`src/rtl/seg7_pkg.sv`:
```
package seg7_pkg;

    typedef logic [3:0] bcd_t;

    typedef enum logic [1:0] {
        MODE_NORMAL = 2'd0,
        MODE_BLANK  = 2'd1,
        MODE_LAMP   = 2'd2
    } disp_mode_t;

    // Bit 0 = a (top), clockwise through f, bit 6 = g (centre), bit 7 = dp
    typedef struct packed {
        logic       dp;
        logic [6:0] seg;
    } glyph_t;

    localparam glyph_t GLYPH_OFF = '{dp: 1'b0, seg: 7'h00};
    localparam glyph_t GLYPH_ALL = '{dp: 1'b1, seg: 7'h7F};

    function automatic logic [6:0] bcd_to_seg(input bcd_t code);
        logic [6:0] s;
        case (code)
            4'd0:    s = 7'h3F;
            4'd1:    s = 7'h06;
            4'd2:    s = 7'h5B;
            4'd3:    s = 7'h4F;
            4'd4:    s = 7'h66;
            4'd5:    s = 7'h6D;
            4'd6:    s = 7'h7D;
            4'd7:    s = 7'h07;
            4'd8:    s = 7'h7F;
            4'd9:    s = 7'h6F;
            default: s = 7'h00;
        endcase
        return s;
    endfunction

    // Lamp test outranks blanking
    function automatic disp_mode_t pick_mode(input logic lamp_n, input logic blank_n);
        disp_mode_t m;
        if (!lamp_n)       m = MODE_LAMP;
        else if (!blank_n) m = MODE_BLANK;
        else               m = MODE_NORMAL;
        return m;
    endfunction

endpackage

```
`src/rtl/seg_latch.sv`:
```
module seg_latch
    import seg7_pkg::*;
#(
    parameter int NDIG = 4
) (
    input  logic                clk,
    input  logic                rst,
    input  logic                load,
    input  logic [NDIG*4-1:0]   digits_in,
    input  logic [NDIG-1:0]     dp_in,
    output logic [NDIG*4-1:0]   held_digits,
    output logic [NDIG-1:0]     held_dp
);

    always_ff @(posedge clk) begin
        if (rst) begin
            held_digits <= '1;
            held_dp     <= '0;
        end else if (load) begin
            held_digits <= digits_in;
            held_dp     <= dp_in;
        end
    end


    hold_without_strobe_chk: assert property (@(posedge clk) disable iff (rst)
        !load |=> ($stable(held_digits) && $stable(held_dp)));


    load_copies_chk: assert property (@(posedge clk) disable iff (rst)
        load |=> (held_digits == $past(digits_in) && held_dp == $past(dp_in)));

endmodule

```
`src/rtl/seg_scan_timer.sv`:
```
module seg_scan_timer #(
    parameter int NDIG     = 4,
    parameter int STEP_CYC = 2,
    parameter int BRIGHT_W = 2,
    localparam int DW      = (NDIG > 1) ? $clog2(NDIG) : 1,
    localparam int SCW     = (STEP_CYC > 1) ? $clog2(STEP_CYC) : 1
) (
    input  logic                clk,
    input  logic                rst,
    output logic [DW-1:0]       dig_idx,
    output logic [BRIGHT_W-1:0] step_idx
);

    localparam logic [SCW-1:0]      STEP_LAST = SCW'(STEP_CYC - 1);
    localparam logic [DW-1:0]       DIG_LAST  = DW'(NDIG - 1);
    localparam logic [BRIGHT_W-1:0] SLOT_LAST = '1;

    logic [SCW-1:0] step_cnt;
    logic           step_end;
    logic           slot_end;

    assign step_end = (step_cnt == STEP_LAST);
    assign slot_end = step_end && (step_idx == SLOT_LAST);

    always_ff @(posedge clk) begin
        if (rst) begin
            step_cnt <= '0;
            step_idx <= '0;
            dig_idx  <= '0;
        end else begin
            if (step_end) begin
                step_cnt <= '0;
                step_idx <= step_idx + 1'b1;
            end else begin
                step_cnt <= step_cnt + 1'b1;
            end
            if (slot_end) begin
                dig_idx <= (dig_idx == DIG_LAST) ? '0 : dig_idx + 1'b1;
            end
        end
    end


    dig_in_range_chk: assert property (@(posedge clk) disable iff (rst)
        dig_idx <= DIG_LAST);


    dig_stays_in_slot_chk: assert property (@(posedge clk) disable iff (rst)
        (step_idx != SLOT_LAST) |=> $stable(dig_idx));

endmodule

```
`src/rtl/seg_pattern.sv`:
```
module seg_pattern
    import seg7_pkg::*;
#(
    parameter int NDIG     = 4,
    parameter int BRIGHT_W = 2,
    localparam int DW      = (NDIG > 1) ? $clog2(NDIG) : 1
) (
    input  logic [NDIG*4-1:0]   held_digits,
    input  logic [NDIG-1:0]     held_dp,
    input  logic [DW-1:0]       dig_idx,
    input  logic [BRIGHT_W-1:0] step_idx,
    input  logic [BRIGHT_W-1:0] bright,
    input  logic                lamp_n,
    input  logic                blank_n,
    output glyph_t              glyph_act,
    output logic [NDIG-1:0]     en_act
);

    localparam logic [BRIGHT_W-1:0] SLOT_LAST = '1;

    bcd_t       code_arr [NDIG];
    glyph_t     normal_glyph;
    disp_mode_t mode;
    logic       lit;

    for (genvar i = 0; i < NDIG; i++) begin : g_unpack
        assign code_arr[i] = held_digits[i*4 +: 4];
    end

    assign mode = pick_mode(lamp_n, blank_n);

    always_comb begin
        normal_glyph.seg = bcd_to_seg(code_arr[dig_idx]);
        normal_glyph.dp  = held_dp[dig_idx];
    end

    always_comb begin
        unique case (mode)
            MODE_LAMP:   lit = (step_idx != SLOT_LAST);
            MODE_BLANK:  lit = 1'b0;
            default:     lit = (step_idx < bright);
        endcase
    end

    always_comb begin
        en_act    = '0;
        glyph_act = GLYPH_OFF;
        if (lit) begin
            en_act[dig_idx] = 1'b1;
            glyph_act       = (mode == MODE_LAMP) ? GLYPH_ALL : normal_glyph;
        end
    end

endmodule

```
`src/rtl/seg_mux_display.sv`:
```
module seg_mux_display
    import seg7_pkg::*;
#(
    parameter int NDIG         = 4,
    parameter int STEP_CYC     = 3125,
    parameter int BRIGHT_W     = 4,
    parameter bit COMMON_ANODE = 1'b0,
    localparam int DW          = (NDIG > 1) ? $clog2(NDIG) : 1
) (
    input  logic                clk,
    input  logic                rst,
    input  logic [NDIG*4-1:0]   digits_in,
    input  logic [NDIG-1:0]     dp_in,
    input  logic                load_stb,
    input  logic                lamp_test_n,
    input  logic                blank_n,
    input  logic [BRIGHT_W-1:0] bright,
    output logic [7:0]          seg_out,
    output logic [NDIG-1:0]     dig_en
);

    localparam logic [BRIGHT_W-1:0] SLOT_LAST = '1;

    logic [NDIG*4-1:0]   held_digits;
    logic [NDIG-1:0]     held_dp;
    logic [DW-1:0]       dig_idx;
    logic [BRIGHT_W-1:0] step_idx;
    glyph_t              glyph_act;
    logic [NDIG-1:0]     en_act;
    glyph_t              glyph_q;
    logic [NDIG-1:0]     en_q;

    seg_latch #(.NDIG(NDIG)) u_latch (
        .clk         (clk),
        .rst         (rst),
        .load        (load_stb),
        .digits_in   (digits_in),
        .dp_in       (dp_in),
        .held_digits (held_digits),
        .held_dp     (held_dp)
    );

    seg_scan_timer #(.NDIG(NDIG), .STEP_CYC(STEP_CYC), .BRIGHT_W(BRIGHT_W)) u_timer (
        .clk      (clk),
        .rst      (rst),
        .dig_idx  (dig_idx),
        .step_idx (step_idx)
    );

    seg_pattern #(.NDIG(NDIG), .BRIGHT_W(BRIGHT_W)) u_pattern (
        .held_digits (held_digits),
        .held_dp     (held_dp),
        .dig_idx     (dig_idx),
        .step_idx    (step_idx),
        .bright      (bright),
        .lamp_n      (lamp_test_n),
        .blank_n     (blank_n),
        .glyph_act   (glyph_act),
        .en_act      (en_act)
    );

    always_ff @(posedge clk) begin
        if (rst) begin
            glyph_q <= GLYPH_OFF;
            en_q    <= '0;
        end else begin
            glyph_q <= glyph_act;
            en_q    <= en_act;
        end
    end

    if (COMMON_ANODE) begin : g_anode
        assign seg_out = ~glyph_q;
        assign dig_en  = ~en_q;
    end else begin : g_cathode
        assign seg_out = glyph_q;
        assign dig_en  = en_q;
    end


    single_digit_chk: assert property (@(posedge clk) disable iff (rst)
        $onehot0(en_q));


    last_step_dark_chk: assert property (@(posedge clk) disable iff (rst)
        (step_idx == SLOT_LAST) |=> (en_q == '0 && glyph_q == GLYPH_OFF));


    blank_dark_chk: assert property (@(posedge clk) disable iff (rst)
        (!blank_n && lamp_test_n) |=> (en_q == '0 && glyph_q == GLYPH_OFF));


    lamp_all_on_chk: assert property (@(posedge clk) disable iff (rst)
        (!lamp_test_n && step_idx != SLOT_LAST) |=> (glyph_q == GLYPH_ALL && $onehot(en_q)));


    zero_bright_dark_chk: assert property (@(posedge clk) disable iff (rst)
        (lamp_test_n && bright == '0) |=> (en_q == '0));

endmodule

```
`config.mk`:
```
export PLATFORM = sky130hd
export DESIGN_NAME = seg_mux_display
export DESIGN_NICKNAME = d
export VERILOG_FILES = /design/src/rtl/seg7_pkg.sv /design/src/rtl/seg_latch.sv /design/src/rtl/seg_scan_timer.sv /design/src/rtl/seg_pattern.sv /design/src/rtl/seg_mux_display.sv
export SDC_FILE = /design/constraint.sdc
export NUM_CORES = 1
export LEC_CHECK = 0
export ABC_AREA = 1
export BUFFER_PORTS_ARGS = -buffer_cell sky130_fd_sc_hd__buf_2
export CORE_UTILIZATION = 45
export CTS_BUF_LIST = sky130_fd_sc_hd__clkbuf_4 sky130_fd_sc_hd__clkbuf_8
export CTS_CLUSTER_DIAMETER = 100
export DETAILED_ROUTE_END_ITERATION = 7
export PLACE_DENSITY = 0.65
export SLEW_MARGIN = 20
export SYNTH_ARGS = -nofsm -noshare
export SYNTH_HDL_FRONTEND = slang
export SYNTH_HIERARCHICAL = 1
export SYNTH_SLANG_ARGS = --single-unit
```
`constraint.sdc`:
```
create_clock -name clk -period 5.7 [get_ports clk]
set_input_delay 0.855 -clock clk [delete_from_list [all_inputs] [get_ports clk]]
set_output_delay 0.855 -clock clk [all_outputs]
set_load 0.05 [all_outputs]
```
# Yosys cells after proc, flatten, opt, wreduce, memory -nomap -nowiden
# Memory sizes are Yosys's and may differ from the RTL's.
# Cells that the tools add are included.
[totals] word_cells=40 n_memories=1 out_inout_bits=12 ff_bits=50 inputBits=29 rom_bits=112
[memory_table] name="(name not given)" words=16 width=7 read_ports=1 rd_ports_with_merged_regs=0 wr=0 line="seg7_pkg.sv:22" rtl="case (code)"
[op_classes] n_eq_ne=6 addsub=3 n_mux=12 bitwise_logic=2 order_cmp=4 n_reduce_logical=4
[ops] op="$add A12 B1 Y12 const B" count=1
[ops] op="$eq A12 B12 Y1 const B" count=1
[ops] op="$bmux W4 S2" count=1
[ops] op="$mux W4" count=2
[ops] op="$mux W8" count=1
[ops] op="$add A4 B1 Y4 const B" count=1
[ops] op="$eq A2 B2 Y1 const B" count=2
[ops] op="$eq A4 B4 Y1 const B" count=1
[ops] op="$lt A4 B4 Y1" count=1
[ops] op="$mux W2" count=2
[ops] op="$ne A4 B4 Y1 const B" count=1
[ops] op="$reduce_or A2 Y1" count=2
[ops] op="$ge A3 B3 Y1 const B" count=1
[ops] op="$lt A2 B3 Y1 const B" count=1
[ops] op="$mux W1" count=3
[ops] op="$not A2 Y3" count=1
[ops] op="$add A2 B1 Y2 const B" count=1
[ops] op="$bmux W1 S2" count=1
[ops] op="$demux W1 S2" count=1
[ops] op="$eq A2 B1 Y1 const B" count=1
[ops] op="$ge A2 B1 Y1 const B" count=1
[ops] op="$logic_and A1 B1 Y1" count=2
[ops] op="$pmux W1 S2" count=1
[ops] op="$not A1 Y1" count=1

# Depth between registers and ports, before layout
[depth] word_depth=6 mapped_depth=14 depth_no_buf=13

# Modules after synthesis
# Netlist, hierarchy kept.
[by_module_without_submodules] mod="seg_scan_timer" cells_per_inst=135 area_each_um2=984.7 n_inst=1 seq_area_each_um2=360.3
[by_module_without_submodules] mod="seg_latch" cells_per_inst=96 area_each_um2=767.0 n_inst=1 seq_area_each_um2=400.4
[by_module_without_submodules] mod="seg_pattern" cells_per_inst=124 area_each_um2=685.7 n_inst=1 seq_area_each_um2=0.0
[by_module_without_submodules] mod="seg_mux_display" cells_per_inst=37 area_each_um2=341.6 n_inst=1 seq_area_each_um2=240.2

# Worst setup path before layout
# No wires, ideal clock.
[synth_timing] path_kind="flip-flop to flip-flop" startpoint="register u_timer.dig_idx[0]" endpoint="register glyph_q, in the netlist seg_out[0]" path_buffers=1 path_slack_ns=3.722 stages_incl_launch_ff=13 arrival_ns=1.915 period_less_slack_ns=1.978 required_time_ns=5.636 path_cell_list="dfxtp_1 > buf_6 > nor2_1 > a221oi_1 > inv_1 > ha_1 > inv_1 > nand2_1 > nand2_1 > nand2_1 > a21oi_1 > inv_1 > nor2_1"
[synth_via] elab_chain_len=6
[synth_rtl] item="start, declared" line="seg_scan_timer.sv:10" rtl="output logic [DW-1:0] dig_idx,"
[synth_rtl] item="start signal, assigned" line="seg_scan_timer.sv:38" rtl="dig_idx <= (dig_idx == DIG_LAST) ? '0 : dig_idx + 1'b1;"
[synth_rtl] item="$not A2 Y3 (implied by the code)" line="seg_pattern.sv:33" rtl="normal_glyph.seg = bcd_to_seg(code_arr[dig_idx]);"
[synth_rtl] item="$bmux W4 S2" line="seg_pattern.sv:33"
[synth_rtl] item="$mux W4 (implied by the code) (2 in a row)" line="seg_pattern.sv:33"
[synth_rtl] item="$mem_v2 Z16 W7"
[synth_rtl] item="$mux W8" line="seg_pattern.sv:50" rtl="glyph_act = (mode == MODE_LAMP) ? GLYPH_ALL : normal_glyph;"
[synth_rtl] item="end signal, assigned" line="seg_mux_display.sv:67" rtl="glyph_q <= glyph_act;"
[synth_rtl] item="end, declared" line="seg_mux_display.sv:30" rtl="glyph_t glyph_q;"
# No other way between the ends. The select of a mux whose other input is x is not followed.
# A chain may end at the register's enable or synchronous reset.

# Worst setup path in the final report
# Ends and elaborated chain as after synthesis.

==> impl_metrics.toml <==
[drt]
drc = 0
wl_per_cell_um = 10.2
post_drt_via_cell_ratio = 4.53
drt_wl_total_um = 5170
postRouteAntennaNets = 0
first_pass_iters = 4
num_vias = 2289
first_iter_violations = 60

[layout]
syn_to_final_growth_pct = 10.4
final_nets = 471
post-route-util_pct = 51.5
final_cell_area_um2 = 3070
num_antenna_cells = 0
fill_cells = 643
drive_above_1_share_pct = 22.6

[cts]
numCtsBuffers = 5
cts.sinks = 50
clockRootBuffer = "clkbuf_8"
cts_tree = "yes"
cts_max_level = 2
cts_hold_buf = 0
cts_buffer_depth = 2
worstSkewPairLatency_ns = 0.31
post_cts_buffers = 0
ctsResizeCount = 0
path_clk_slew_ns = 0.10

[grt]
grt.overflow.total = 0
grt_pass1_wl_um = 8920
antenna_found_initial = 0
grt_max_degree = 26
track_usage_pct = 17.7
grt_pass1_vias = 2017

[floorplanning]
core-area_um2 = 5960
die-area_um2 = 6490
row_count = 28
die_h_um = 80.6
ios = 41
initial_core_util_pct = 46.7
die_w_um = 80.6

[sta]
tns_ns = 0
worst_pin_slew_ns = 0.647
fin_ws_ns = 3.34
fmax_ghz = 0.423
maxSlewHeadroom_pct = 56.8
fin_skew_ns = 0.00589
setup_viol = 0
hold_viol = 0
min_period_over_period_pct = 41.5
rsz0062_at_grt = "no"
fin_crit_ns = 2.36
slew_violations = 0

[synthesis]
async_flop_share_pct = 0
syn_nets = 434
netlist_area_um2 = 2780
synth_cells = 392
syn_area_per_cell_um2 = 7.09
synthTopCellsByArea = "dfxtp_1, nand2_1, nor2_1"
synth_common_cells = "nand2_1, nor2_1, inv_1, dfxtp_1, nand3_1"
yosysSeqAreaShare_pct = 36.0
synth_top_area_share_pct = 36.0
synth-edff-count = 0
yosysMostFrequentCell = "nand2_1"
synth_cell_types = 33
yosysWarnings = 6
yosysTopAreaCell = "dfxtp_1"
synth_top_flop_cell = "dfxtp_1"
synth-seq-cells = 50

[pwr]
clockPowerShare_pct = 31.3
power.internal_w = 0.000487
switchingPower_w = 0.000200
finalPower_w = 0.000687
power_density_nw_per_um2 = 224
seqPwrFrac_pct = 54.7
pwr-share-comb_pct = 14.1
p_leak_nw = 1.51
ir_drop_mv = 0.133
sw_frac_of_total_pct = 29.1

[critical_path]
arrival_ns = 2.62
start_kind = "register"
cp_num_buf_inv = 3
worstSetupPathType = "register to register"
cp-end-kind = "register"
cp.required_ns = 5.95
cpMostUsedCell = "nand2_1"
slowest_delay_ns = 0.73
crit_chain = "nor2_2, nand2_1, nand2_1, a221oi_1, inv_1, ha_1, inv_1, nand2_1, nand2_1, nand2_1, a21oi_1, inv_1, nor2_1"
cp_top_family = "flip-flops"
worst_path_max_delay_cell = "dfxtp_1"
crit_fanout = 18

[min_path]
hold_path_class = "register to register"

[status]
status = "complete, no violations"

[place]
placed_cell_area_um2 = 2970
pre_cts_ws_ns = 3.32
dpl.hpwl_um = 3850
finalWeightedCongestion = 0.798
io_buffers = 40

[flow_run]
cap_violations = 0
## routing by layer
metal  up-vias  global-route usage, %  share of wire, %
li1       1268                      -                 -
met1       972                   24.7                53
met5         -                      0                 0
met3         4                   4.32               4.5
met2        45                   26.7                41
met4         0                   4.82              0.74
## through the flow
| stage | instances | hold WS, ns |
|---|---|---|
| floorplan | 392 | 0.429 |
| global placement | 497 | 0.449 |
| detailed placement | 497 | 0.448 |
| CTS | 505 | 0.473 |
| global route | 505 | 0.517 |
| finish | 505 | 0.473 |
## flip-flops by register name, indices dropped and copies added (netlist names)
signal / count
seg_out: 8
dig_en: 4
u_timer/step_cnt: 12
u_latch/held_digits: 16
u_latch/held_dp: 4
u_timer/step_idx: 4
u_timer/dig_idx: 2
## cells in the final DEF, fill, tap and decap left out, drive strengths merged, types with 3 or more instances in the layout
master and n:
nand3 38, o21ai 3, clkbuf 5, xor2 4, a21oi 13, nand4 4
nor3 3, nor2 63, nand3b 3, inv 59, nand2 124, ha 13
buf 40, dfxtp 50
## power groups by stage
stage          sequential [W]  clock, W  combinational (W)
3_5_place_dp         0.000384         0          0.0000970
3_3_place_gp         0.000384         0          0.0000955
5_1_grt              0.000378  0.000235           0.000110
4_1_cts              0.000376  0.000220          0.0000974
6_report             0.000376  0.000215          0.0000967
2_1_floorplan        0.000396         0          0.0000614
## cell type report
type / instances / area (um^2) / area share (%)
well taps: 75 / 93.8 / 3.06
clock inverters: 3 / 25.0 / 0.816
repair buffers: 40 / 200 / 6.53
inverters: 59 / 226 / 7.38
multi-input cells: 273 / 1450 / 47.3
clock buffers: 5 / 68.8 / 2.24
flip-flops and latches: 50 / 1000 / 32.6
## worst min-delay path, cell delays in order (launching register included)
cell and delay [ns]:
dfxtp_1 0.34, nand2_1 0.06, nand3_1 0.05
## worst paths after layout
path | slack (ns) | start | cells past startpoint | to
min reg2reg | 0.47 | u_latch/held_digits[15]$_SDFFE_PP1P_ | 2 | u_latch/held_digits[15]$_SDFFE_PP1P_
min | 0.47 | u_latch/held_digits[15]$_SDFFE_PP1P_ | 2 | u_latch/held_digits[15]$_SDFFE_PP1P_
max | 3.34 | u_timer/dig_idx[0]$_SDFFE_PP0P_ | 13 | seg_out[0]$_SDFF_PP0_
max reg2reg | 3.34 | u_timer/dig_idx[0]$_SDFFE_PP0P_ | 13 | seg_out[0]$_SDFF_PP0_
## cells by family (layout without fill, tap and decap cells)
logic type | count (synthesis) | count (layout) | synth area share [%]
flops | 50 | 50 | 36.0
xor+xnor | 5 | 5 | 1.58
compound gates | 17 | 17 | 3.47
buf+inv | 69 | 107 | 11.7
fa+ha+maj | 13 | 13 | 5.85
simple gates | 238 | 238 | 41.4
Power figures use the tool's default switching activity.
